<file path="src/rtl/ser_reg_pkg.sv">
package ser_reg_pkg;
  localparam int DATA_W = 8;
  localparam int ADDR_W = 4;

  typedef enum logic [1:0] {
    PH_CMD  = 2'd0,
    PH_DATA = 2'd1,
    PH_DONE = 2'd2
  } phase_e;

  // strobes from control to datapath, all valid for one clk cycle
  typedef struct packed {
    logic              wrEn;
    logic              loadTx;
    logic              shiftTx;
    logic [ADDR_W-1:0] addr;
    logic [DATA_W-1:0] wrData;
  } strobe_t;

  // bits that always hold zero in each register
  function automatic logic [DATA_W-1:0] rsvMask(input int a);
    case (a)
      5:       return 8'hC0;
      6:       return 8'h80;
      default: return 8'h00;
    endcase
  endfunction
endpackage

</file>
<file path="src/rtl/ser_reg_ctrl.sv">
module ser_reg_ctrl
  import ser_reg_pkg::*;
#(
  parameter int NUM_REGS = 14
) (
  input  logic    clk,
  input  logic    rstN,
  input  logic    csN,
  input  logic    sclk,
  input  logic    sdi,
  output strobe_t strobe,
  output logic    sdoOe
);
  localparam logic [ADDR_W-1:0] LAST_ADDR = ADDR_W'(NUM_REGS - 1);

  logic [1:0] csSync;
  logic [2:0] sclkSync;
  logic [1:0] sdiSync;
  logic csHigh, sclkRise, sclkFall, sdiBit;

  always_ff @(posedge clk or negedge rstN) begin
    if (!rstN) begin
      csSync   <= 2'b11;
      sclkSync <= 3'b111;
      sdiSync  <= 2'b00;
    end else begin
      csSync   <= {csSync[0], csN};
      sclkSync <= {sclkSync[1:0], sclk};
      sdiSync  <= {sdiSync[0], sdi};
    end
  end

  assign csHigh   = csSync[1];
  assign sdiBit   = sdiSync[1];
  assign sclkRise = sclkSync[1] & ~sclkSync[2];
  assign sclkFall = ~sclkSync[1] & sclkSync[2];

  phase_e phase;
  logic [2:0]        bitCnt;
  logic [DATA_W-1:0] cmdSh, rxSh;
  logic [ADDR_W-1:0] addr;
  logic              isRead, isBurst;
  logic [DATA_W-1:0] cmdNext, rxNext;
  logic [ADDR_W-1:0] cmdAddr;

  assign cmdNext = {sdiBit, cmdSh[DATA_W-1:1]};
  assign rxNext  = {sdiBit, rxSh[DATA_W-1:1]};
  assign cmdAddr = cmdNext[ADDR_W:1];

  always_ff @(posedge clk or negedge rstN) begin
    if (!rstN) begin
      phase   <= PH_CMD;
      bitCnt  <= '0;
      cmdSh   <= '0;
      rxSh    <= '0;
      addr    <= '0;
      isRead  <= 1'b0;
      isBurst <= 1'b0;
    end else if (csHigh) begin
      phase   <= PH_CMD;
      bitCnt  <= '0;
      isRead  <= 1'b0;
      isBurst <= 1'b0;
    end else if (sclkRise) begin
      bitCnt <= bitCnt + 3'd1;
      case (phase)
        PH_CMD: begin
          cmdSh <= cmdNext;
          if (bitCnt == 3'd7) begin
            if (cmdNext[6:5] != 2'b00) begin
              phase <= PH_DONE;
            end else begin
              phase   <= PH_DATA;
              addr    <= cmdAddr;
              isRead  <= cmdNext[0];
              isBurst <= cmdNext[7] && (cmdAddr == '0);
            end
          end
        end
        PH_DATA: begin
          rxSh <= rxNext;
          if (bitCnt == 3'd7) begin
            if (isBurst && addr != LAST_ADDR) addr <= addr + 1'b1;
            else                               phase <= PH_DONE;
          end
        end
        default: ;
      endcase
    end
  end

  always_comb begin
    strobe         = '0;
    strobe.addr    = addr;
    strobe.wrData  = rxNext;
    strobe.wrEn    = !csHigh && sclkRise && phase == PH_DATA && bitCnt == 3'd7 && !isRead;
    strobe.loadTx  = !csHigh && sclkFall && phase == PH_DATA && isRead && bitCnt == 3'd0;
    strobe.shiftTx = !csHigh && sclkFall && phase == PH_DATA && isRead && bitCnt != 3'd0;
  end

  assign sdoOe = !csHigh && phase == PH_DATA && isRead;

  AST_OE_OFF_DESELECTED: assert property (@(posedge clk) disable iff (!rstN)
    csHigh |=> !sdoOe);
  AST_OE_ONLY_READ: assert property (@(posedge clk) disable iff (!rstN)
    sdoOe |-> !strobe.wrEn);
  AST_DONE_SILENT: assert property (@(posedge clk) disable iff (!rstN)
    (phase == PH_DONE) |-> (!strobe.wrEn && !sdoOe));
  AST_CMD_NO_WRITE: assert property (@(posedge clk) disable iff (!rstN)
    (phase == PH_CMD) |-> !strobe.wrEn);
endmodule

</file>
<file path="src/rtl/ser_reg_dp.sv">
module ser_reg_dp
  import ser_reg_pkg::*;
#(
  parameter int NUM_REGS = 14
) (
  input  logic                           clk,
  input  logic                           rstN,
  input  strobe_t                        strobe,
  input  logic [DATA_W-1:0]              statusIn,
  output logic                           sdo,
  output logic [(NUM_REGS-1)*DATA_W-1:0] regOut
);
  logic [DATA_W-1:0] regs [NUM_REGS];
  logic [DATA_W-1:0] txSh;
  logic [DATA_W-1:0] rdVal;

  generate
    for (genvar g = 1; g < NUM_REGS; g++) begin : gen_reg
      always_ff @(posedge clk or negedge rstN) begin
        if (!rstN)
          regs[g] <= '0;
        else if (strobe.wrEn && int'(strobe.addr) == g)
          regs[g] <= strobe.wrData & ~rsvMask(g);
      end
      assign regOut[(g-1)*DATA_W +: DATA_W] = regs[g];

      AST_RSV_ZERO: assert property (@(posedge clk) disable iff (!rstN)
        (regs[g] & rsvMask(g)) == '0);
    end
  endgenerate

  assign regs[0] = '0;

  always_comb begin
    if (strobe.addr == '0)                 rdVal = statusIn;
    else if (int'(strobe.addr) < NUM_REGS) rdVal = regs[strobe.addr];
    else                                   rdVal = '0;
  end

  always_ff @(posedge clk or negedge rstN) begin
    if (!rstN)                txSh <= '0;
    else if (strobe.loadTx)   txSh <= rdVal;
    else if (strobe.shiftTx)  txSh <= {1'b0, txSh[DATA_W-1:1]};
  end

  assign sdo = txSh[0];

  AST_STATUS_RO: assert property (@(posedge clk) disable iff (!rstN)
    (strobe.wrEn && strobe.addr == '0) |=> $stable(regOut));
  AST_HIGH_ADDR_IGNORED: assert property (@(posedge clk) disable iff (!rstN)
    (strobe.wrEn && int'(strobe.addr) >= NUM_REGS) |=> $stable(regOut));
endmodule

</file>
<file path="src/rtl/ser_reg_port.sv">
module ser_reg_port
  import ser_reg_pkg::*;
#(
  parameter int NUM_REGS = 14
) (
  input  logic                           clk,
  input  logic                           rstN,
  input  logic                           csN,
  input  logic                           sclk,
  input  logic                           sdi,
  input  logic [DATA_W-1:0]              statusIn,
  output logic                           sdo,
  output logic                           sdoOe,
  output logic [(NUM_REGS-1)*DATA_W-1:0] regOut
);
  strobe_t strobe;

  ser_reg_ctrl #(.NUM_REGS(NUM_REGS)) u_ctrl (
    .clk(clk), .rstN(rstN), .csN(csN), .sclk(sclk), .sdi(sdi),
    .strobe(strobe), .sdoOe(sdoOe)
  );

  ser_reg_dp #(.NUM_REGS(NUM_REGS)) u_dp (
    .clk(clk), .rstN(rstN), .strobe(strobe), .statusIn(statusIn),
    .sdo(sdo), .regOut(regOut)
  );
endmodule

</file>
<file path="config.mk">
export PLATFORM = sky130hd
export DESIGN_NAME = ser_reg_port
export DESIGN_NICKNAME = d
export VERILOG_FILES = /design/src/rtl/ser_reg_pkg.sv /design/src/rtl/ser_reg_ctrl.sv /design/src/rtl/ser_reg_dp.sv /design/src/rtl/ser_reg_port.sv
export SDC_FILE = /design/constraint.sdc
export NUM_CORES = 1
export LEC_CHECK = 0
export ABC_AREA = 1
export BUFFER_PORTS_ARGS = -buffer_cell sky130_fd_sc_hd__buf_2
export CAP_MARGIN = 20
export CORE_MARGIN = 2
export CORE_UTILIZATION = 40
export CTS_CLUSTER_DIAMETER = 80
export DETAILED_ROUTE_END_ITERATION = 8
export GPL_TIMING_DRIVEN = 0
export SLEW_MARGIN = 30
export SYNTH_ARGS = -nofsm -noshare
export SYNTH_HDL_FRONTEND = slang
export SYNTH_SLANG_ARGS = --single-unit
export TNS_END_PERCENT = 50
</file>
<file path="constraint.sdc">
create_clock -name clk -period 1.9 [get_ports clk]
set_input_delay 0.095 -clock clk [delete_from_list [all_inputs] [get_ports clk]]
set_output_delay 0.095 -clock clk [all_outputs]
set_load 0.01 [all_outputs]
</file>
==> impl_metrics.json <==
{
  "outcome": "finished, final reports clean",
  "final-max-slew-violation-count": 0,
  "number_of_synthesized_register_bits": 141,
  "tns_ps": 0,
  "highest_clock_frequency_the_design_can_meet_mhz": 545,
  "io_buf_count": 115,
  "power.clock.fraction": 0.489,
  "die-width_um": 137,
  "synthAdderAreaFrac": 0.0124,
  "min_path_cells": 5,
  "h_tree_depth": 4,
  "gp_routability_congestion": 0.880,
  "insertion_delay_ps": 430,
  "area_of_the_die_um2": 18800,
  "post-synth-top-area-cell": "sky130_fd_sc_hd__dfrtp_1",
  "synth_top_area_share": 0.481,
  "core.rowCount": 48,
  "multi_input_area_um2": 3060,
  "timing.final.setup_violations": 0,
  "worst_hold_slack_ps": 37.8,
  "floorplan.initialDensity": 0.409,
  "swShare": 0.230,
  "synth-compound-area-share": 0.119,
  "internal_cell_power_w": 0.00495,
  "yosys.area_share.simple": 0.272,
  "via_count": 6480,
  "cts_num_sinks": 141,
  "drt_wl_total_um": 21600,
  "numPlacedInstances": 1245,
  "number_of_antenna_violations_at_the_first_check_in_global_routing": 0,
  "drt-vias-per-instance": 4.95,
  "antenna_violating_nets_remaining": 0,
  "reg2regPathDepth": 13,
  "top_post_synthesis_cells_by_area": "sky130_fd_sc_hd__dfrtp_1 48%, sky130_fd_sc_hd__nand2_1 19%, sky130_fd_sc_hd__inv_1 5.4%",
  "ctsLongestPathBuffers": 2,
  "power_frac_seq": 0.480,
  "relSlewSlack": 0.395,
  "cts-buffers-inserted": 17,
  "drt_first_pass_iters": 5,
  "worstPathRequired_ps": 2220,
  "diodes": 0,
  "worst_setup_hold_path_clk_slew_ps": 60,
  "final.fill_count": 1689,
  "final-instance-count-excl-fill": 1309,
  "drive_gt1_frac": 0.274,
  "synth.yosys.seq_area_share": 0.500,
  "number_of_max_cap_violations": 0,
  "detailedPlacementHpwl_um": 15100,
  "flow.area_growth_from_synthesis_pct": 30.0,
  "grt_setup_unrepaired": "true",
  "power_per_cell_area_nw_per_um2": 699,
  "synthDistinctLibCells": 33,
  "power.switching_w": 0.00148,
  "cp-start-kind": "register",
  "ctsRootBufferMaster": "sky130_fd_sc_hd__clkbuf_16",
  "grt_overflow_total": 0,
  "dominant_combinational_cell_family_by_area_after_synthesis": "simple AND/OR/NAND/NOR gates",
  "power.leakage_nw": 4.73,
  "yosys_warnings": 0,
  "floorplan.core_area_um2": 17300,
  "routedWlPerCell_um": 16.5,
  "synthesis.instances": 902,
  "hold_viol_final": 0,
  "max_ir_drop_vdd_uv": 599,
  "register_area_um2": 3540,
  "wire_length_of_the_first_global_routing_pass_um": 33700,
  "xor_xnor_share_of_the_synthesized_area": 0.00124,
  "num_io_pins": 119,
  "groute.usage.overall": 0.242,
  "first_global_vias": 6173,
  "fin_skew_ps": 9.07,
  "arrival_ps": 2160,
  "cp_max_fanout": 10,
  "critical_path.endpoint_type": "register",
  "drc": 0,
  "synth_edf_count": 0,
  "cell_area_after_synthesis_um2": 7070,
  "cts_tree": "done",
  "pin_count_of_the_biggest_net_entering_global_routing": 72,
  "min-delay-path-class": "primary input to register",
  "yosys-mux-area-fraction": 0,
  "yosys_most_used_dff": "sky130_fd_sc_hd__dfrtp_1",
  "async_reset_ff_frac": 1.00,
  "comb_power_share": 0.032,
  "finalWorstPathRequiredPeriod_ps": 1840,
  "drtIter0Drc": 407,
  "post_synthesis_average_cell_area_um2": 7.84,
  "fin_crit_sh": 0.966,
  "final_nets": 1092,
  "criticalPathCategory": "register to register",
  "die-height_um": 137,
  "worst_pin_slew_ps": 908
}
-- path summary, 6_finish.rpt --
| path | start | to | slack, ps |
|---|---|---|---|
| max | u_ctrl.addr[0] | u_dp.txSh[1] | 60 |
| min | statusIn[7] | u_dp.txSh[7] | 40 |
| max reg2reg | u_ctrl.addr[0] | u_dp.txSh[1] | 60 |
| min reg2reg | u_ctrl.sdiSync[0] | u_ctrl.sdiSync[1] | 350 |
| max in group asynchronous | rstN | u_ctrl.sdiSync[1] | 920 |
| min in group asynchronous | rstN | u_dp.regOut[16] | 210 |
-- metal layers --
| metal | wire length, um | track usage | up-vias |
|---|---|---|---|
| met4 | 609 | 0.0893 | 0 |
| met5 | 0 | 0 | - |
| met2 | 10000 | 0.375 | 189 |
| met1 | 9860 | 0.333 | 3079 |
| li1 | - | - | 3167 |
| met3 | 1120 | 0.0522 | 45 |
-- cell families (layout without fill, tap and decap cells) --
| logic type | count (synthesis) | count (layout) |
|---|---|---|
| other cells | 1 | 3 |
| flops | 141 | 141 |
| buf+inv | 150 | 330 |
| compound gates | 151 | 151 |
| simple gates | 451 | 451 |
| fa+ha+maj | 7 | 7 |
| xor+xnor | 1 | 1 |
-- cell usage after synthesis, types with 2 or more instances --
cell type,n
sky130_fd_sc_hd__nand2_1,364
sky130_fd_sc_hd__clkbuf_1,23
sky130_fd_sc_hd__o21ai_0,71
sky130_fd_sc_hd__buf_1,2
sky130_fd_sc_hd__inv_1,101
sky130_fd_sc_hd__buf_6,10
sky130_fd_sc_hd__nand3_4,10
sky130_fd_sc_hd__dfstp_2,5
sky130_fd_sc_hd__ha_1,7
sky130_fd_sc_hd__o21ai_2,20
sky130_fd_sc_hd__o21ai_1,49
sky130_fd_sc_hd__nor2_1,33
sky130_fd_sc_hd__dfrtp_1,136
sky130_fd_sc_hd__nand4_1,3
sky130_fd_sc_hd__nand3_1,33
sky130_fd_sc_hd__buf_2,9
sky130_fd_sc_hd__a21oi_1,8
sky130_fd_sc_hd__buf_4,3
-- cell type report --
class,instances,area share
Sequential cell,141,0.385
Multi-Input combinational cell,613,0.333
Clock buffer,22,0.0538
Buffer,44,0.0387
Timing Repair Buffer,153,0.111
Clock inverter,9,0.00667
Inverter,102,0.0422
Tap cell,225,0.0306
-- timing repair --
action / 4_1_cts / 5_1_grt
pin swaps: 4 / 10
setup endpoints to repair: 122 / 118
setup buffers: 14 / 14
cloned: 3 / 2
resized for setup: 42 / 61
hold endpoints to repair: 68 / 0
hold buffers: 4 / 0
-- power groups by stage --
stage | clock [W] | combinational, W | sequential [W]
final | 0.00314 | 0.000203 | 0.00308
after global routing | 0.00332 | 0.000239 | 0.00309
after CTS | 0.00316 | 0.000207 | 0.00308
after detailed placement | 0 | 0.000198 | 0.00313
after global placement | 0 | 0.000186 | 0.00313
after floorplan | 0 | 0.0000903 | 0.00312
-- state kept, by name, summed over array words and instances (netlist names) --
register         flops
u_dp.regOut        101
u_ctrl.addr          4
u_ctrl.csSync        2
u_ctrl.sclkSync      3
u_ctrl.isRead        1
u_ctrl.cmdSh         7
u_ctrl.phase         2
u_ctrl.rxSh          7
u_dp.txSh            8
u_ctrl.isBurst       1
u_ctrl.bitCnt        3
u_ctrl.sdiSync       2
-- metrics by stage --
step                      power [W]  setup slack, ps  instance area, um^2  utilization
after floorplan             0.00321             28.3                 7080            -
after global placement      0.00332            -1350                 7940        0.459
after detailed placement    0.00333             -527                 7980        0.461
after CTS                   0.00645            -12.9                 8910        0.515
after global routing        0.00665            -52.5                 9190        0.531
final                       0.00642             64.1                 9190        0.531
-- cells in the final DEF (no fill, tap or decap), drive strengths merged, types with 2 or more instances in the layout --
cell type | netlist | routed
nor3 | 2 | 2
clkbuf | 23 | 46
o21ai | 140 | 140
buf | 25 | 169
ha | 7 | 7
nor2 | 34 | 34
nand3 | 43 | 43
nand2 | 366 | 366
a21oi | 8 | 8
dlygate4sd3 | 0 | 4
dfrtp | 136 | 136
dfstp | 5 | 5
conb | 1 | 3
clkinv | 0 | 3
nand4 | 3 | 3
inv | 102 | 103
clkinvlp | 0 | 5
-- critical path, stage by stage, from the launching register on --
cell and delay, ps:
sky130_fd_sc_hd__dfrtp_1 380, sky130_fd_sc_hd__clkbuf_2 190, sky130_fd_sc_hd__inv_4 80, sky130_fd_sc_hd__clkbuf_4 220, sky130_fd_sc_hd__nand2_1 90, sky130_fd_sc_hd__nand2_1 80, sky130_fd_sc_hd__nand2_1 70, sky130_fd_sc_hd__nand2_1 70
sky130_fd_sc_hd__a21oi_2 200, sky130_fd_sc_hd__nand2_1 100, sky130_fd_sc_hd__nand2_1 90, sky130_fd_sc_hd__nand2_1 50, sky130_fd_sc_hd__nand2_1 50, sky130_fd_sc_hd__nand2_1 40
Note: power is estimated with default switching activity, not from simulation.
